File: src/rtl/rks_pkg.sv
package rks_pkg;
  localparam int WORD_W = 32;
  localparam int BYTE_W = 8;

  function automatic logic [WORD_W-1:0] rot_word(input logic [WORD_W-1:0] w);
    return {w[WORD_W-BYTE_W-1:0], w[WORD_W-1 -: BYTE_W]};
  endfunction

  function automatic logic [BYTE_W-1:0] gf_dbl(input logic [BYTE_W-1:0] b);
    return b[BYTE_W-1] ? ((b << 1) ^ 8'h1b) : (b << 1);
  endfunction

  function automatic logic [BYTE_W-1:0] gf_half(input logic [BYTE_W-1:0] b);
    return b[0] ? (((b ^ 8'h1b) >> 1) | 8'h80) : (b >> 1);
  endfunction
endpackage

File: src/rtl/rks_rcon.sv
module rks_rcon
  import rks_pkg::*;
(
  input  logic              clk,
  input  logic              rst,
  input  logic              load_i,
  input  logic              step_i,
  input  logic              dir_back_i,
  output logic [BYTE_W-1:0] rc_use_o
);
  logic [BYTE_W-1:0] rc_q;

  // Forward uses the held constant; backward uses the one before it.
  assign rc_use_o = dir_back_i ? gf_half(rc_q) : rc_q;

  always_ff @(posedge clk) begin
    if (rst || load_i) rc_q <= 8'h01;
    else if (step_i)   rc_q <= dir_back_i ? rc_use_o : gf_dbl(rc_q);
  end

  AST_RCON_NONZERO: assert property (@(posedge clk) disable iff (rst)
    rc_q != '0);
endmodule

File: src/rtl/rks_words.sv
module rks_words
  import rks_pkg::*;
#(
  parameter int NWORDS = 4,
  localparam int KEY_W = NWORDS * WORD_W
) (
  input  logic              clk,
  input  logic              rst,
  input  logic              load_i,
  input  logic [KEY_W-1:0]  key_i,
  input  logic              step_i,
  input  logic              dir_back_i,
  input  logic [BYTE_W-1:0] rc_i,
  input  logic [WORD_W-1:0] sub_word_i,
  output logic [KEY_W-1:0]  key_o,
  output logic [WORD_W-1:0] sub_word_o
);
  logic [WORD_W-1:0] w_q   [NWORDS];
  logic [WORD_W-1:0] w_fwd [NWORDS];
  logic [WORD_W-1:0] w_rev [NWORDS];
  logic [WORD_W-1:0] rc_word;

  assign rc_word = {rc_i, {(WORD_W-BYTE_W){1'b0}}};

  for (genvar i = 0; i < NWORDS; i++) begin : g_word
    if (i == 0) begin : g_head
      assign w_fwd[i] = w_q[i] ^ sub_word_i ^ rc_word;
      assign w_rev[i] = w_q[i] ^ sub_word_i ^ rc_word;
    end else begin : g_tail
      assign w_fwd[i] = w_q[i] ^ w_fwd[i-1];
      assign w_rev[i] = w_q[i] ^ w_q[i-1];
    end

    always_ff @(posedge clk) begin
      if (rst)          w_q[i] <= '0;
      else if (load_i)  w_q[i] <= key_i[KEY_W-1-i*WORD_W -: WORD_W];
      else if (step_i)  w_q[i] <= dir_back_i ? w_rev[i] : w_fwd[i];
    end

    assign key_o[KEY_W-1-i*WORD_W -: WORD_W] = w_q[i];
  end

  assign sub_word_o = rot_word(dir_back_i ? w_rev[NWORDS-1] : w_q[NWORDS-1]);

  AST_LOAD_TAKES_KEY: assert property (@(posedge clk) disable iff (rst)
    load_i |=> key_o == $past(key_i));
  AST_FWD_CHAIN: assert property (@(posedge clk) disable iff (rst)
    (step_i && !dir_back_i && !load_i) |=>
      key_o[KEY_W-1-WORD_W -: WORD_W] ==
      ($past(key_o[KEY_W-1-WORD_W -: WORD_W]) ^ key_o[KEY_W-1 -: WORD_W]));
  AST_REV_LAST: assert property (@(posedge clk) disable iff (rst)
    (step_i && dir_back_i && !load_i) |=>
      key_o[WORD_W-1:0] == $past(key_o[WORD_W-1:0] ^ key_o[2*WORD_W-1:WORD_W]));
  AST_IDLE_HOLD: assert property (@(posedge clk) disable iff (rst)
    (!load_i && !step_i) |=> $stable(key_o));
endmodule

File: src/rtl/rks_top.sv
module rks_top
  import rks_pkg::*;
#(
  parameter int NWORDS = 4,
  localparam int KEY_W = NWORDS * WORD_W
) (
  input  logic              clk,
  input  logic              rst,
  input  logic              load_i,
  input  logic [KEY_W-1:0]  key_i,
  input  logic              step_i,
  input  logic              dir_back_i,
  input  logic [WORD_W-1:0] sub_word_i,
  output logic [KEY_W-1:0]  round_key_o,
  output logic [WORD_W-1:0] sub_word_o
);
  logic [BYTE_W-1:0] rc_use;

  rks_rcon u_rcon (
    .clk(clk), .rst(rst), .load_i(load_i), .step_i(step_i),
    .dir_back_i(dir_back_i), .rc_use_o(rc_use)
  );

  rks_words #(.NWORDS(NWORDS)) u_words (
    .clk(clk), .rst(rst), .load_i(load_i), .key_i(key_i),
    .step_i(step_i), .dir_back_i(dir_back_i), .rc_i(rc_use),
    .sub_word_i(sub_word_i), .key_o(round_key_o), .sub_word_o(sub_word_o)
  );

  AST_RESET_CLEAR: assert property (@(posedge clk)
    rst |=> round_key_o == '0);
endmodule

File: config.mk
export PLATFORM = sky130hd
export DESIGN_NAME = rks_top
export DESIGN_NICKNAME = d
export VERILOG_FILES = /design/src/rtl/rks_pkg.sv /design/src/rtl/rks_rcon.sv /design/src/rtl/rks_words.sv /design/src/rtl/rks_top.sv
export SDC_FILE = /design/constraint.sdc
export NUM_CORES = 1
export LEC_CHECK = 0
export BUFFER_PORTS_ARGS = -buffer_cell sky130_fd_sc_hd__buf_2
export CAP_MARGIN = 20
export CORE_MARGIN = 3
export CORE_UTILIZATION = 55
export DETAILED_ROUTE_END_ITERATION = 7
export PLACE_DENSITY = 0.88
export SLEW_MARGIN = 0
export SYNTH_ARGS = -nofsm -noshare
export SYNTH_HDL_FRONTEND = slang
export SYNTH_SLANG_ARGS = --single-unit
File: constraint.sdc
create_clock -name clk -period 4.5 [get_ports clk]
set_input_delay 0.225 -clock clk [delete_from_list [all_inputs] [get_ports clk]]
set_output_delay 0.225 -clock clk [all_outputs]
set_load 0.01 [all_outputs]
==> reports/qor.csv <==
stage,metric,value,unit
cts,clk_latency,0.42,ns
placed_design,dpl.hpwl,18200,um
timing,slew_headroom,0.3856,
die,num_rows,46,
power,combPwrFrac,0.261,
detailed_routing,routedWlPerCell,17.97,um
placed_design,post-place-ws,1.973,ns
layout,stdcell_count,1465,
die,core_area,16170,um^2
synthesis,syn_inst,942,
timing,timing.final.crit_share,0.5311,
die,ios,325,
critical_path,end_kind,primary output,
timing,fin_ws,2.110,ns
synthesis,seq_area_frac_synth,0.4337,
layout,postLayoutCoreUtil,0.7164,
power,p_int,2.936,mW
critical_path,crit_required,4.28,ns
layout,register_area,4004,um^2
layout,drive_above_1_share,0.2917,
synthesis,async_flop_share,0,
detailed_routing,drt_iter0_drc,618,
die,dieWidth,135.6,um
die,die_h,135.6,um
cts,cts_hold_buffers,0,
detailed_routing,wirelength,26330,um
timing,slew_violations,0,
synthesis,synthTopCellsByCount,"xnor2_1, nand2_1, edfxtp_1, o21ai_0, xor2_1",
cts,clk_pin_slew,0.06,ns
timing,hold_viol,0,
synthesis,synth_area_leaders,"edfxtp_1, xnor2_1, xor2_1",
synthesis,synth.distinct_cells,31,
cts,postCtsSetupRepairBufs,0,
timing,timing.hold.ws,0.08078,ns
cts,cts_tree,built,
cts,h-tree-depth,4,
placed_design,place_congestion,0.8106,
synthesis,synth_flop_cell,edfxtp_1,
timing,worst_pin_slew,0.9146,ns
detailed_routing,drc,0,
detailed_routing,firstDrtPassIters,5,
power,power_density,363.6,nW/um^2
detailed_routing,drtAntennaViolNets,0,
timing,fin_skew,0.009588,ns
cts,cts_resized,0,
cts,clk_path_buf_depth,2,
grt,grt_pass1_vias,8054,
die,start_util,0.5709,
layout,nFillCells,1184,
critical_path,crit_type,in2out,
die,die_area,18380,um^2
min_path,min_path_type,in2reg,
job,max-cap-violations,0,
placed_design,place_inst,1431,
detailed_routing,viasPerCell,5.542,
critical_path,crit_fanout,75,
synthesis,synth_edf_count,128,
critical_path,worstPathArrival,2.17,ns
timing,fin_crit,2.390,ns
cts,clkSinkCount,136,
power,p_leak,5.126,nW
synthesis,yosysTopAreaCellShare,0.4163,
timing,rsz0062_at_grt,no,
critical_path,critPathLaunchType,primary input,
layout,nets,1400,
timing,fmax,418.4,MHz
synthesis,synth.most_common_cell,xnor2_1,
power,peakVddDrop,0.2772,mV
grt,track_usage,0.2833,
power,swShare,0.3031,
outcome,status,"finished, final reports clean",
synthesis,yosys_warnings,0,
layout,multiInputGateArea,5009,um^2
power,pwr-share-seq,0.405,
synthesis,syn_nets,1107,
timing,finalSetupViolations,0,
grt,antenna_found_initial,1,
synthesis,yosys.area.top_type,edfxtp_1,
power,p_clk_frac,0.334,
placed_design,port_buffers,324,
layout,syn_to_final_growth,25.49,%
grt,grt_pass1_wl,41320,um
grt,grt.overflow.total,0,
cts,cts-root-buf,clkbuf_16,
synthesis,ys_seq_elements,136,
synthesis,syn_area,9233,um^2
power,p_switching,1.277,mW
grt,grt_max_degree,129,
cts,cts_buffers,17,
synthesis,syn_area_per_cell,9.801,um^2
timing,fin_setup_tns,0,ns
detailed_routing,vias,8119,
layout make-up:
type	count	area share
Clock inverter	14	0.01361
Timing Repair Buffer	331	0.1464
Antenna cell	1	0.0002160
Clock buffer	18	0.03704
Multi-Input combinational cell	745	0.4323
Tap cell	216	0.02333
Inverter	4	0.001512
Sequential cell	136	0.3456
metrics by stage:
step           total power, mW  area [um^2]
2_1_floorplan            2.427         9233
3_3_place_gp             2.777        10980
3_5_place_dp             2.819        10980
4_1_cts                  4.220        11570
5_1_grt                  4.393        11590
6_report                 4.213        11590
state kept, by name, summed over array words and instances, names as in the netlist:
register	count
u_rcon.rc_q	8
u_words.w_q	128
per-layer routing:
metal | up-vias | global-route usage | part of all wire
met5 | - | 0 | 0
met4 | 0 | 0.1058 | 0.025
met3 | 57 | 0.05572 | 0.074
met2 | 389 | 0.4889 | 0.51
met1 | 3888 | 0.3532 | 0.39
li1 | 3785 | - | -
kinds of logic (layout without fill, tap and decap cells):
kind of cell,after synthesis,count (layout),share of synthesized area
xor gates and xnor gates,292,292,0.3010
AOI/OAI and AO/OA,150,150,0.08917
muxes,4,4,0.004337
DFF,136,136,0.4337
and+or+nand+nor,299,299,0.1457
buffers and inverters,61,367,0.02616
other,0,1,0
cell usage in the layout, fill, tap and decap left out, types with 3 or more instances in the layout:
cell type / synthesis / routed
a211oi_1: 16 / 16
a21oi_1: 10 / 10
buf_2: 4 / 323
buf_4: 0 / 6
bufinv_16: 0 / 3
clkbuf_16: 0 / 17
clkinv_1: 0 / 4
clkinv_2: 0 / 3
clkinv_4: 0 / 3
dfxtp_1: 8 / 8
edfxtp_1: 128 / 128
mux2i_1: 4 / 4
nand2_1: 166 / 165
nand3_1: 8 / 8
nand3b_1: 16 / 16
nand4_1: 16 / 16
nor2_1: 52 / 52
nor2b_1: 28 / 27
nor3_1: 4 / 4
o211ai_1: 7 / 7
o21ai_0: 112 / 112
or4_1: 7 / 7
xnor2_1: 190 / 190
xnor3_1: 15 / 15
xor2_1: 86 / 86
final timing paths:
kind                               startpoint                      endpoint  slack, ns  depth (start not counted)
setup / recovery                   dir_back_i                sub_word_o[20]       2.11                          5
hold / removal                      key_i[80]  u_words.w_q[0][48]$_DFFE_PP_       0.08                          3
setup reg to reg  u_rcon.rc_q[0]$_SDFFE_PP1P_  u_words.w_q[1][56]$_DFFE_PP_       2.35                          4
hold reg to reg   u_rcon.rc_q[5]$_SDFFE_PP0P_   u_rcon.rc_q[5]$_SDFFE_PP0P_       0.54                          2
critical path: stages:
cell and delay (ns):
buf_4 0.57, buf_4 0.75, nand2_1 0.16, xnor2_1 0.21
buf_2 0.18
power groups by stage:
stage / clock network, mW / logic [mW] / registers (mW)
2_1_floorplan: 0 / 0.675 / 1.75
3_3_place_gp: 0 / 1.06 / 1.72
3_5_place_dp: 0 / 1.09 / 1.73
4_1_cts: 1.41 / 1.10 / 1.70
5_1_grt: 1.46 / 1.21 / 1.72
6_report: 1.41 / 1.10 / 1.71
No activity file was read; power rests on OpenSTA's default activity.
